==> src/rtl/spm_pkg.sv <==
package spm_pkg;

  typedef struct packed {
    logic start;
    logic stop;
    logic sel;
  } lane_ctl_t;

  localparam logic [7:0] CTL_RESET = 8'h0F;

  // Field positions of one drive inside the control word.
  function automatic lane_ctl_t lane_fields(input logic [7:0] w, input logic idx);
    lane_ctl_t r;
    if (idx == 1'b0) begin
      r.start = w[0];
      r.stop  = w[1];
      r.sel   = w[5];
    end else begin
      r.start = w[2];
      r.stop  = w[3];
      r.sel   = w[4];
    end
    return r;
  endfunction

  // Motor state after a control write.
  function automatic logic motor_next(input logic on, input logic start, input logic stop);
    logic r;
    r = on;
    if (!start && !stop && !on) r = 1'b1;
    else if (stop && on)        r = 1'b0;
    return r;
  endfunction

endpackage

==> src/rtl/spm_ctl_reg.sv <==
module spm_ctl_reg
  import spm_pkg::*;
#(
  parameter int SPD_W = 8
) (
  input  logic             clk,
  input  logic             rst_n,
  input  logic             ctl_we,
  input  logic [7:0]       ctl_wdata,
  input  logic             spd_we,
  input  logic [SPD_W-1:0] spd_wdata,
  output logic [7:0]       ctl_eff,
  output logic [SPD_W-1:0] code_eff,
  output logic [1:0]       ready
);
  logic [7:0]       ctl_q;
  logic [SPD_W-1:0] code_q;

  always_ff @(posedge clk) begin
    if (!rst_n) begin
      ctl_q  <= CTL_RESET;
      code_q <= '0;
    end else begin
      if (ctl_we) ctl_q  <= ctl_wdata;
      if (spd_we) code_q <= spd_wdata;
    end
  end

  // Values seen by the lanes this cycle: a write takes effect at once.
  assign ctl_eff  = ctl_we ? ctl_wdata : ctl_q;
  assign code_eff = spd_we ? spd_wdata : code_q;
  assign ready    = ctl_q[7:6];
endmodule

==> src/rtl/spm_lane.sv <==
module spm_lane
  import spm_pkg::*;
#(
  parameter int SPD_W       = 8,
  parameter int TACH_PERIOD = 1000
) (
  input  logic             clk,
  input  logic             rst_n,
  input  logic             ctl_we,
  input  logic             cap_en,
  input  lane_ctl_t        fields,
  input  logic [SPD_W-1:0] code,
  input  logic             rd,
  output logic             motor_on,
  output logic [SPD_W-1:0] speed,
  output logic             tach_pulse,
  output logic             tach_flag
);
  localparam int CNT_W = (TACH_PERIOD > 1) ? $clog2(TACH_PERIOD) : 1;
  localparam logic [CNT_W-1:0] CNT_LAST = CNT_W'(TACH_PERIOD - 1);

  logic [CNT_W-1:0] cnt;

  assign tach_pulse = motor_on && (cnt == CNT_LAST);

  always_ff @(posedge clk) begin
    if (!rst_n) begin
      motor_on <= 1'b0;
      speed    <= '0;
    end else begin
      if (ctl_we) motor_on <= motor_next(motor_on, fields.start, fields.stop);
      if (cap_en && fields.sel) speed <= code;
    end
  end

  always_ff @(posedge clk) begin
    if (!rst_n || !motor_on) cnt <= '0;
    else if (cnt == CNT_LAST) cnt <= '0;
    else cnt <= cnt + 1'b1;
  end

  always_ff @(posedge clk) begin
    if (!rst_n)          tach_flag <= 1'b0;
    else if (tach_pulse) tach_flag <= 1'b1;
    else if (rd)         tach_flag <= 1'b0;
  end
endmodule

==> src/rtl/spindle_pair_ctrl.sv <==
module spindle_pair_ctrl
  import spm_pkg::*;
#(
  parameter int SPD_W       = 8,
  parameter int TACH_PERIOD = 1000
) (
  input  logic             clk,
  input  logic             rst_n,
  input  logic             ctl_we,
  input  logic [7:0]       ctl_wdata,
  input  logic             spd_we,
  input  logic [SPD_W-1:0] spd_wdata,
  input  logic [1:0]       tach_rd,
  output logic [1:0]       motor_on,
  output logic [SPD_W-1:0] speed_a,
  output logic [SPD_W-1:0] speed_b,
  output logic [1:0]       tach_flag,
  output logic [1:0]       ready
);
  localparam int N_DRV = 2;

  logic [7:0]       ctl_eff;
  logic [SPD_W-1:0] code_eff;
  logic             cap_en;
  logic [N_DRV-1:0] tach_pulse;
  logic [SPD_W-1:0] speed_arr [N_DRV];

  assign cap_en = ctl_we | spd_we;

  spm_ctl_reg #(.SPD_W(SPD_W)) u_ctl (
    .clk(clk), .rst_n(rst_n), .ctl_we(ctl_we), .ctl_wdata(ctl_wdata),
    .spd_we(spd_we), .spd_wdata(spd_wdata),
    .ctl_eff(ctl_eff), .code_eff(code_eff), .ready(ready)
  );

  for (genvar g = 0; g < N_DRV; g++) begin : g_lane
    spm_lane #(.SPD_W(SPD_W), .TACH_PERIOD(TACH_PERIOD)) u_lane (
      .clk(clk), .rst_n(rst_n), .ctl_we(ctl_we), .cap_en(cap_en),
      .fields(lane_fields(ctl_eff, 1'(g))), .code(code_eff), .rd(tach_rd[g]),
      .motor_on(motor_on[g]), .speed(speed_arr[g]),
      .tach_pulse(tach_pulse[g]), .tach_flag(tach_flag[g])
    );
  end

  assign speed_a = speed_arr[0];
  assign speed_b = speed_arr[1];
endmodule

==> config.mk <==
export PLATFORM = sky130hd
export DESIGN_NAME = spindle_pair_ctrl
export DESIGN_NICKNAME = d
export VERILOG_FILES = /design/src/rtl/spm_pkg.sv /design/src/rtl/spm_ctl_reg.sv /design/src/rtl/spm_lane.sv /design/src/rtl/spindle_pair_ctrl.sv
export SDC_FILE = /design/constraint.sdc
export NUM_CORES = 1
export LEC_CHECK = 0
export CORE_ASPECT_RATIO = 1.5
export CORE_MARGIN = 1
export CORE_UTILIZATION = 54
export CTS_CLUSTER_DIAMETER = 100
export DETAILED_ROUTE_END_ITERATION = 6
export PLACE_DENSITY = 0.84
export REMOVE_ABC_BUFFERS = 1
export SYNTH_ARGS = -nofsm -noshare
export SYNTH_HDL_FRONTEND = slang
export SYNTH_SLANG_ARGS = --single-unit
==> constraint.sdc <==
create_clock -name clk -period 3.7 [get_ports clk]
set_input_delay 0.37 -clock clk [delete_from_list [all_inputs] [get_ports clk]]
set_output_delay 0.37 -clock clk [all_outputs]
set_load 0.05 [all_outputs]
# Word level (Yosys, flattened, before mapping)
# Cells that the tools add are included.
[word_totals]
regBits = 56
latch_bits = 0
ramBits = 0
romBits = 0
inputBits = 22
out_inout_bits = 22
n_memories = 0
[op_classes]
add_sub_neg = 2
mul = 0
div_mod_pow = 0
magnitude_cmp = 0
eq_ne = 2
shifts = 0
mux = 10
bitwise = 1
n_reduce_logical = 27
[ops]
columns = ["operator", "count"]
rows = [
  ["$add A10 B1 Y10 const B", 2],
  ["$eq A10 B10 Y1 const B", 2],
  ["$logic_and A1 B1 Y1", 10],
  ["$mux W1", 8],
  ["$mux W8", 1],
  ["$reduce_bool A2 Y1", 4],
  ["$logic_not A1 Y1", 7],
  ["$mux W6", 1],
  ["$reduce_and A2 Y1", 2],
  ["$reduce_or A2 Y1", 2],
  ["$logic_or A1 B1 Y1", 2],
  ["$or A1 B1 Y1", 1],
]

# Depth between registers and ports, before layout
# Gate-level depths: netlist of run 1.
[logic_depth]
depth_word = 6
mapped_depth = 6
mapped_depth_nobuf = 5

# Modules after synthesis
# Synthesis of run 1 repeated with hierarchy kept, for this count alone.
[unflattened]
cells_unflattened = 253
area_unflattened_um2 = 2388.5
[by_module_without_submodules]
columns = ["module", "instances", "cells_per_inst", "area_per_inst_um2", "seq_area_each_um2"]
rows = [
  ["spm_lane", 2, 99, 842.1, 400.4],
  ["spm_ctl_reg", 1, 54, 698.2, 320.3],
  ["spindle_pair_ctrl", 1, 1, 6.3, 0.0],
]

# Worst setup path after synthesis of run 1
# Ideal clock, no wire load.
[synth_path]
path_type = "register -> register"
startpoint = "register g_lane[1].u_lane.cnt[0]"
endpoint = "register g_lane[1].u_lane.cnt[6]"
setup_ns = 0.120
arrival_ns = 1.446
required_ns = 3.580
setup_slack_ns = 2.133
stages_incl_launch_ff = 6
path_buffers = 0
period_less_slack_ns = 1.567
path_cell_list = "dfxtp_1 ha_1 nand4_1 or4b_1 a311oi_1 nor2_1"
[synth_via]
elab_chain_cells = 2
elab_cells_between_ends = 3
classes_between = "1 x add/sub; 1 x eq/ne; 1 x reduce/logical"
[synth_lines]
columns = ["item", "line_no", "rtl"]
rows = [
  ["start: declaration", "spm_lane.sv:22", "logic [CNT_W-1:0] cnt;"],
  ["start signal: assignment", "spm_lane.sv:39", "else cnt <= cnt + 1'b1;"],
  ["parallel branches: the longest is 2 deep, another holds $add A10 B1 Y10", "n/a", ""],
]
# Parallel ways; which one is timed is not known.
# A chain may end at the register's enable or synchronous reset.

# Worst setup path in the final report of run 1
[layout_path]
startpoint = "input port spd_we"
endpoint = "register g_lane[1].u_lane.speed[0]"
[layout_via]
elab_chain_cells = 2
elab_cells_between_ends = 3
classes_between = "1 x mux; 1 x bitwise; 1 x reduce/logical"
[layout_lines]
columns = ["item", "line_no", "rtl"]
rows = [
  ["start: declaration", "spindle_pair_ctrl.sv:11", "input logic spd_we,"],
  ["$or A1 B1 Y1", "spindle_pair_ctrl.sv:28", "assign cap_en = ctl_we | spd_we;"],
  ["$logic_and A1 B1 Y1", "spm_lane.sv:32", "if (cap_en && fields.sel) speed <= code;"],
  ["end signal: assignment", "spm_lane.sv:32", ""],
  ["end: declaration", "spm_lane.sv:15", "output logic [SPD_W-1:0] speed,"],
]
# Parallel ways exist; a longest one is shown, timed or not.

==> results of run 1 <==
==> kinds of logic (layout without fill, tap and decap cells) <==
kind of cell	count (synthesis)	in the layout	synth area share, %
compound gates	38	38	14.3
xor+xnor	9	9	3.72
fa+ha+maj	2	2	1.18
buf+inv	20	58	4.84
flops	52	52	49.1
mux	11	11	5.20
simple gates	92	92	21.6
==> path summary, 6_finish.rpt <==
| check | start | slack, ns | end | cells after the start |
|---|---|---|---|---|
| setup / recovery | spd_we | 1.48 | g_lane[1].u_lane.speed[0]$_SDFFE_PN0P_ | 5 |
| hold / removal | g_lane[0].u_lane.cnt[0]$_SDFF_PP0_ | 0.45 | g_lane[0].u_lane.cnt[0]$_SDFF_PP0_ | 1 |
| setup reg to reg | g_lane[1].u_lane.cnt[0]$_SDFF_PP0_ | 2.01 | g_lane[1].u_lane.cnt[5]$_SDFF_PP0_ | 5 |
| hold reg to reg | g_lane[0].u_lane.cnt[0]$_SDFF_PP0_ | 0.45 | g_lane[0].u_lane.cnt[0]$_SDFF_PP0_ | 1 |
==> stage by stage <==
stage / cell area, um^2 / setup WS, ns / instances / total power, mW / utilization (%)
6_report: 2660 / 1.48 / 305 / 1.18 / 71.5
5_1_grt: 2660 / 1.34 / 305 / 1.22 / 71.5
4_1_cts: 2660 / 1.47 / 305 / 1.19 / 71.5
3_5_place_dp: 2530 / 1.17 / 297 / 0.773 / 68.1
3_3_place_gp: 2530 / 1.28 / 297 / 0.770 / 68.1
2_1_floorplan: 2040 / 2.13 / 210 / 0.700 / -
==> power breakdown <==
part / leakage (nW) / switching [mW] / internal [mW]
clock: 0.0645 / 0.179 / 0.239
combinational: 0.632 / 0.0962 / 0.0690
sequential: 0.425 / 0.0115 / 0.582
total: 1.12 / 0.286 / 0.890
==> sequential cells by signal, summed over array words and instances, names as in the netlist <==
name,cells
g_lane.u_lane.cnt,20
g_lane.u_lane.motor_on,2
g_lane.u_lane.speed,16
u_ctl.code_q,8
g_lane.u_lane.tach_flag,2
u_ctl.ctl_q,4
==> area by class of cell <==
type | count | area [um^2]
inverter | 6 | 22.5
clock buffer | 7 | 96.3
tap | 43 | 53.8
multi-input combinational | 152 | 976
timing repair buffer | 44 | 438
fill | 300 | 1060
sequential | 52 | 1040
clock inverter | 1 | 30.0
==> layer usage <==
layer  wire length [um]  part of all wire (%)  up-vias
met3                206                   5.2       12
li1                   -                     -      847
met4                136                   3.4        0
met2               1990                    50       49
met1               1630                    41      760
met5                  0                     0        -
==> synthesized netlist by cell type (2+ instances only) <==
cell / number
nor3_1: 2
inv_1: 6
ha_1: 2
nand3_1: 11
nor2_1: 18
xnor2_1: 6
and2_1: 2
nand3b_1: 2
a21boi_0: 3
o211a_1: 16
a31oi_1: 3
dfxtp_1: 52
and3_1: 2
mux2i_1: 11
a21oi_1: 6
clkbuf_1: 6
or3_1: 2
o21a_1: 3
buf_4: 7
xor2_1: 3
nand2_1: 28
nor2b_1: 15
nand4_1: 5
==> impl_metrics.ini, run 1 <==
[final_layout]
finalNetCount = 285
area_growth_pct = 25.4
drive_gt1_share_pct = 3.82
leading_cell_types_in_the_layout_fill_and_taps_excluded = dfxtp_1 (52), clkdlybuf4s50_1 (43), nand2_1 (28)
layout.cells.most_common = dfxtp_1
final_antenna_diode_count = 0

[detailed_routing]
routed_wire_length_per_instance_um = 13.0
drt-total-wl_um = 3970
firstDrtPassIters = 4
vias_per_cell = 5.47
drtAntennaViolNets = 0
drc_errors = 0
detailroute.via_count = 1668
detail_route.iter0.violations = 23

[die]
die_w_um = 53.2
core_area_um2 = 3720
ioPinCount = 44
floorplan.die.height_um = 78.7
dieArea_um2 = 4180
floorplan.initialDensity_pct = 57.0
floorplan_row_count = 27

[power]
max_rail_drop_vdd_mv = 0.464
cellPowerDensity_nw_per_um2 = 443
total_leakage_power_nw = 1.12

[grt]
number_of_global_route_vias_before_repair = 1536
grt_first_pass_wirelength_um = 6620
global_route.usage.met2_pct = 36.8
grt_start_max_net_pins = 25
grt_met1_usage_pct = 23.0
initial_antenna_violation_count = 0
met3_usage_pct = 6.13
grt_overflow = 0
grt-busiest-layer = met2
track_usage_pct = 21.8

[worst_setup_path]
crit_chain = clkdlybuf4s50_1 > inv_1 > o21ai_1 > nand2_1 > o211a_1
critical_path_top_delay_cell = clkdlybuf4s50_1
critical_path.max_stage_delay_ns = 0.82
timing.critical_path.arrival_ns = 2.42
critPathKind = in -> reg
category_of_the_worst_setup_path_launch_point = primary input
cp_data_required_time_ns = 3.90
timing.critical_path.fanout_max = 16
cpLargestDelayFamily = compound AO/OA/AOI/OAI gates
critPathBufInv = 2
worstSetupEndpointType = flop

[yosys]
netlist_instances = 224
syn_avg_cell_area_um2 = 9.46
netlist.top_cell.by_area = dfxtp_1
yosys.cell_types.count = 36
synth_warnings = 0
synth_sequential_area_ratio_pct = 49.1
yosys.area.top_type_share_pct = 49.1
synth_enable_flop_cells = 0
synth_seq_cells = 52
dominant_cells_by_area_after_synthesis = dfxtp_1 (49%), o211a_1 (7.6%), mux2i_1 (5.2%)
dominantRegCellSynth = dfxtp_1
postSynth.asyncResetShare_pct = 0
synth_area_um2 = 2120

[sta]
grt_setup_unrepaired = false
worst_hold_slack_ns = 0.454
finalSetupViolCount = 0
tns_ns = 0
final_period_util_pct = 59.9
clock-skew-final_ns = 0.00325
report.final.slew_viol_count = 0
slew_headroom_pct = 30.6
top_achievable_clock_speed_ghz = 0.451
fin_crit_ns = 2.22
worst_slew_pin_slew_ns = 1.03
hold_viol = 0

[clocking]
ctsLongestPathBuffers = 2
clock_sink_count = 52
clock_insertion_delay_at_the_later_pin_of_the_skew_report_ns = 0.30
tritoncts = built
cts-buffers-inserted = 5
cts_root_buf = clkbuf_8
postCtsResizedCells = 0
clk_pin_slew_worst_paths_ns = 0.09
htree_levels = 2
post_cts.repair.setup_buffers = 0
cts_hold_repair.buffers = 0

[placed_design]
final_hpwl_dp_um = 2870
place.port_buffers = 43
gp_congestion = 0.805

[worst_hold_path]
min-delay-path-class = reg -> reg

[status]
outcome = finished clean

[job]
timing.max_cap.violations = 0
(Power assumes the default switching activity.)
==> inputs of run 2 (changes only) <==
--- a/config.mk
+++ b/config.mk
@@ -7,10 +7,10 @@
 export LEC_CHECK = 0
 export CORE_ASPECT_RATIO = 1.5
 export CORE_MARGIN = 1
-export CORE_UTILIZATION = 54
+export CORE_UTILIZATION = 50
 export CTS_CLUSTER_DIAMETER = 100
 export DETAILED_ROUTE_END_ITERATION = 6
-export PLACE_DENSITY = 0.84
+export PLACE_DENSITY = 0.78
 export REMOVE_ABC_BUFFERS = 1
 export SYNTH_ARGS = -nofsm -noshare
 export SYNTH_HDL_FRONTEND = slang
==> constraint.sdc (replaced) <==
create_clock -name clk -period 2.2 [get_ports clk]
set_input_delay 0.22 -clock clk [delete_from_list [all_inputs] [get_ports clk]]
set_output_delay 0.22 -clock clk [all_outputs]
set_load 0.05 [all_outputs]
==> run 2 against run 1 <==
Critical path depth is 4 lower. Cell count is 1.6% higher. Largest cell class unchanged. Register-to-register slack worse by 1.5 ns.
==> impl_metrics.ini, run 2 (same netlist as run 1, synthesis figures left out) <==
[status]
outcome = finished clean

[sta]
top_achievable_clock_speed_ghz = 0.579
report.final.slew_viol_count = 0
slew_headroom_pct = 65.9
finalSetupViolCount = 0
final_period_util_pct = 78.5
hold_viol = 0
tns_ns = 0
fin_crit_ns = 1.73
clock-skew-final_ns = 0.00742
grt_setup_unrepaired = false
worst_slew_pin_slew_ns = 0.510
worst_hold_slack_ns = 0.450

[final_layout]
stdcell_area_um2 = 2640
drive_gt1_share_pct = 4.53
reg_top3 = g_lane.u_lane.cnt (20), g_lane.u_lane.speed (16), u_ctl.code_q (8)
leading_cell_types_in_the_layout_fill_and_taps_excluded = dfxtp_1 (52), clkdlybuf4s50_1 (43), nand2_1 (28)
largest_reg_flops = 20
area_growth_pct = 24.6
regMostFlops = g_lane.u_lane.cnt
final_antenna_diode_count = 0
layout.cells.most_common = dfxtp_1
fin_cells = 310
finalNetCount = 289

[placed_design]
gp_congestion = 0.767
place.port_buffers = 43
final_hpwl_dp_um = 2880
place_area_um2 = 2560
post-place-cells = 303

[die]
die_w_um = 55.2
floorplan.die.height_um = 81.7
dieArea_um2 = 4510
ioPinCount = 44
floorplan_row_count = 28
core_area_um2 = 3990
floorplan.initialDensity_pct = 53.1

[worst_setup_path]
cp_data_required_time_ns = 1.98
critical_path_top_delay_cell = clkdlybuf4s50_1
cpLargestDelayFamily = buffers and inverters
critPathKind = reg -> out
crit_chain = clkdlybuf4s50_1
category_of_the_worst_setup_path_launch_point = flop
critical_path.max_stage_delay_ns = 0.82
timing.critical_path.fanout_max = 4
critPathBufInv = 1
worstSetupEndpointType = output port
setup.reg_to_reg.worst_slack_ns = 0.52
timing.critical_path.arrival_ns = 1.51

[detailed_routing]
drtAntennaViolNets = 0
detail_route.iter0.violations = 11
firstDrtPassIters = 6
routed_wire_length_per_instance_um = 12.8
drc_errors = 0
drt-total-wl_um = 3960
detailroute.via_count = 1674
vias_per_cell = 5.40

[grt]
track_usage_pct = 20.4
grt_start_max_net_pins = 17
grt_overflow = 0
grt_first_pass_wirelength_um = 6620
number_of_global_route_vias_before_repair = 1567
initial_antenna_violation_count = 0

[clocking]
cts_root_buf = clkbuf_8
clock_sink_count = 52
cts_hold_repair.buffers = 0
tritoncts = built
post_cts.repair.setup_buffers = 0
htree_levels = 2
ctsLongestPathBuffers = 2
clk_pin_slew_worst_paths_ns = 0.09
clock_insertion_delay_at_the_later_pin_of_the_skew_report_ns = 0.30
postCtsResizedCells = 0
cts-buffers-inserted = 5

[power]
total_leakage_power_nw = 1.12
totalPowerFinal_mw = 1.78
cellPowerDensity_nw_per_um2 = 676
max_rail_drop_vdd_mv = 0.543

[job]
timing.max_cap.violations = 0

[worst_hold_path]
min-delay-path-class = reg -> reg
run 2: cell types whose count changed in the layout (fill, tap and decap cells not counted):
cell       before  now
buf_4           1    5
clkbuf_8        7    5
clkinv_2        0    1
bufinv_16       1    0
clkbuf_1        0    1
run 2: final timing paths:
kind / startpoint / endpoint / depth (start not counted)
hold / removal: g_lane[0].u_lane.cnt[0]$_SDFF_PP0_ / g_lane[0].u_lane.cnt[0]$_SDFF_PP0_ / 1
setup / recovery: g_lane[1].u_lane.motor_on$_SDFFE_PN0P_ / motor_on[1] / 1
setup reg to reg: g_lane[1].u_lane.cnt[0]$_SDFF_PP0_ / g_lane[1].u_lane.cnt[4]$_SDFF_PP0_ / 5
hold reg to reg: g_lane[0].u_lane.cnt[0]$_SDFF_PP0_ / g_lane[0].u_lane.cnt[0]$_SDFF_PP0_ / 1
run 2: metrics by stage:
stage	worst slack, ns	util (%)
6_report	0.473	66.1
5_1_grt	0.354	66.1
4_1_cts	0.464	66.1
3_5_place_dp	0.344	64.2
3_3_place_gp	0.414	64.2
2_1_floorplan	0.633	-
run 2: final cells by class:
cell class	instances	area (um^2)
Sequential cell	52	1040
Clock inverter	1	5.00
Timing Repair Buffer	48	468
Inverter	6	22.5
Tap cell	45	56.3
Fill cell	348	1350
Multi-Input combinational cell	152	976
Clock buffer	6	72.6
run 2: worst register-to-register path, delay by kind of cell (launching register included):
kind	cells	cell delay, ns
adders and majority gates	1	0.24
and+or+nand+nor	3	0.63
AOI/OAI and AO/OA	1	0.34
DFF	1	0.36
run 2: layer usage:
| metal | vias to the layer above | global-route usage [%] | share of wire, % |
|---|---|---|---|
| met5 | - | 0 | 0 |
| met4 | 0 | 8.25 | 1.7 |
| met3 | 5 | 5.56 | 5.2 |
| met2 | 42 | 33.7 | 48 |
| met1 | 774 | 24.1 | 45 |
| li1 | 853 | - | - |
run 2: where the power goes:
part / switching (mW) / leakage [nW] / internal [mW] / total (mW)
Clock: 0.288 / 0.0410 / 0.217 / 0.505
Combinational: 0.162 / 0.652 / 0.121 / 0.282
Sequential: 0.0185 / 0.425 / 0.979 / 0.997
Total: 0.468 / 1.12 / 1.32 / 1.78
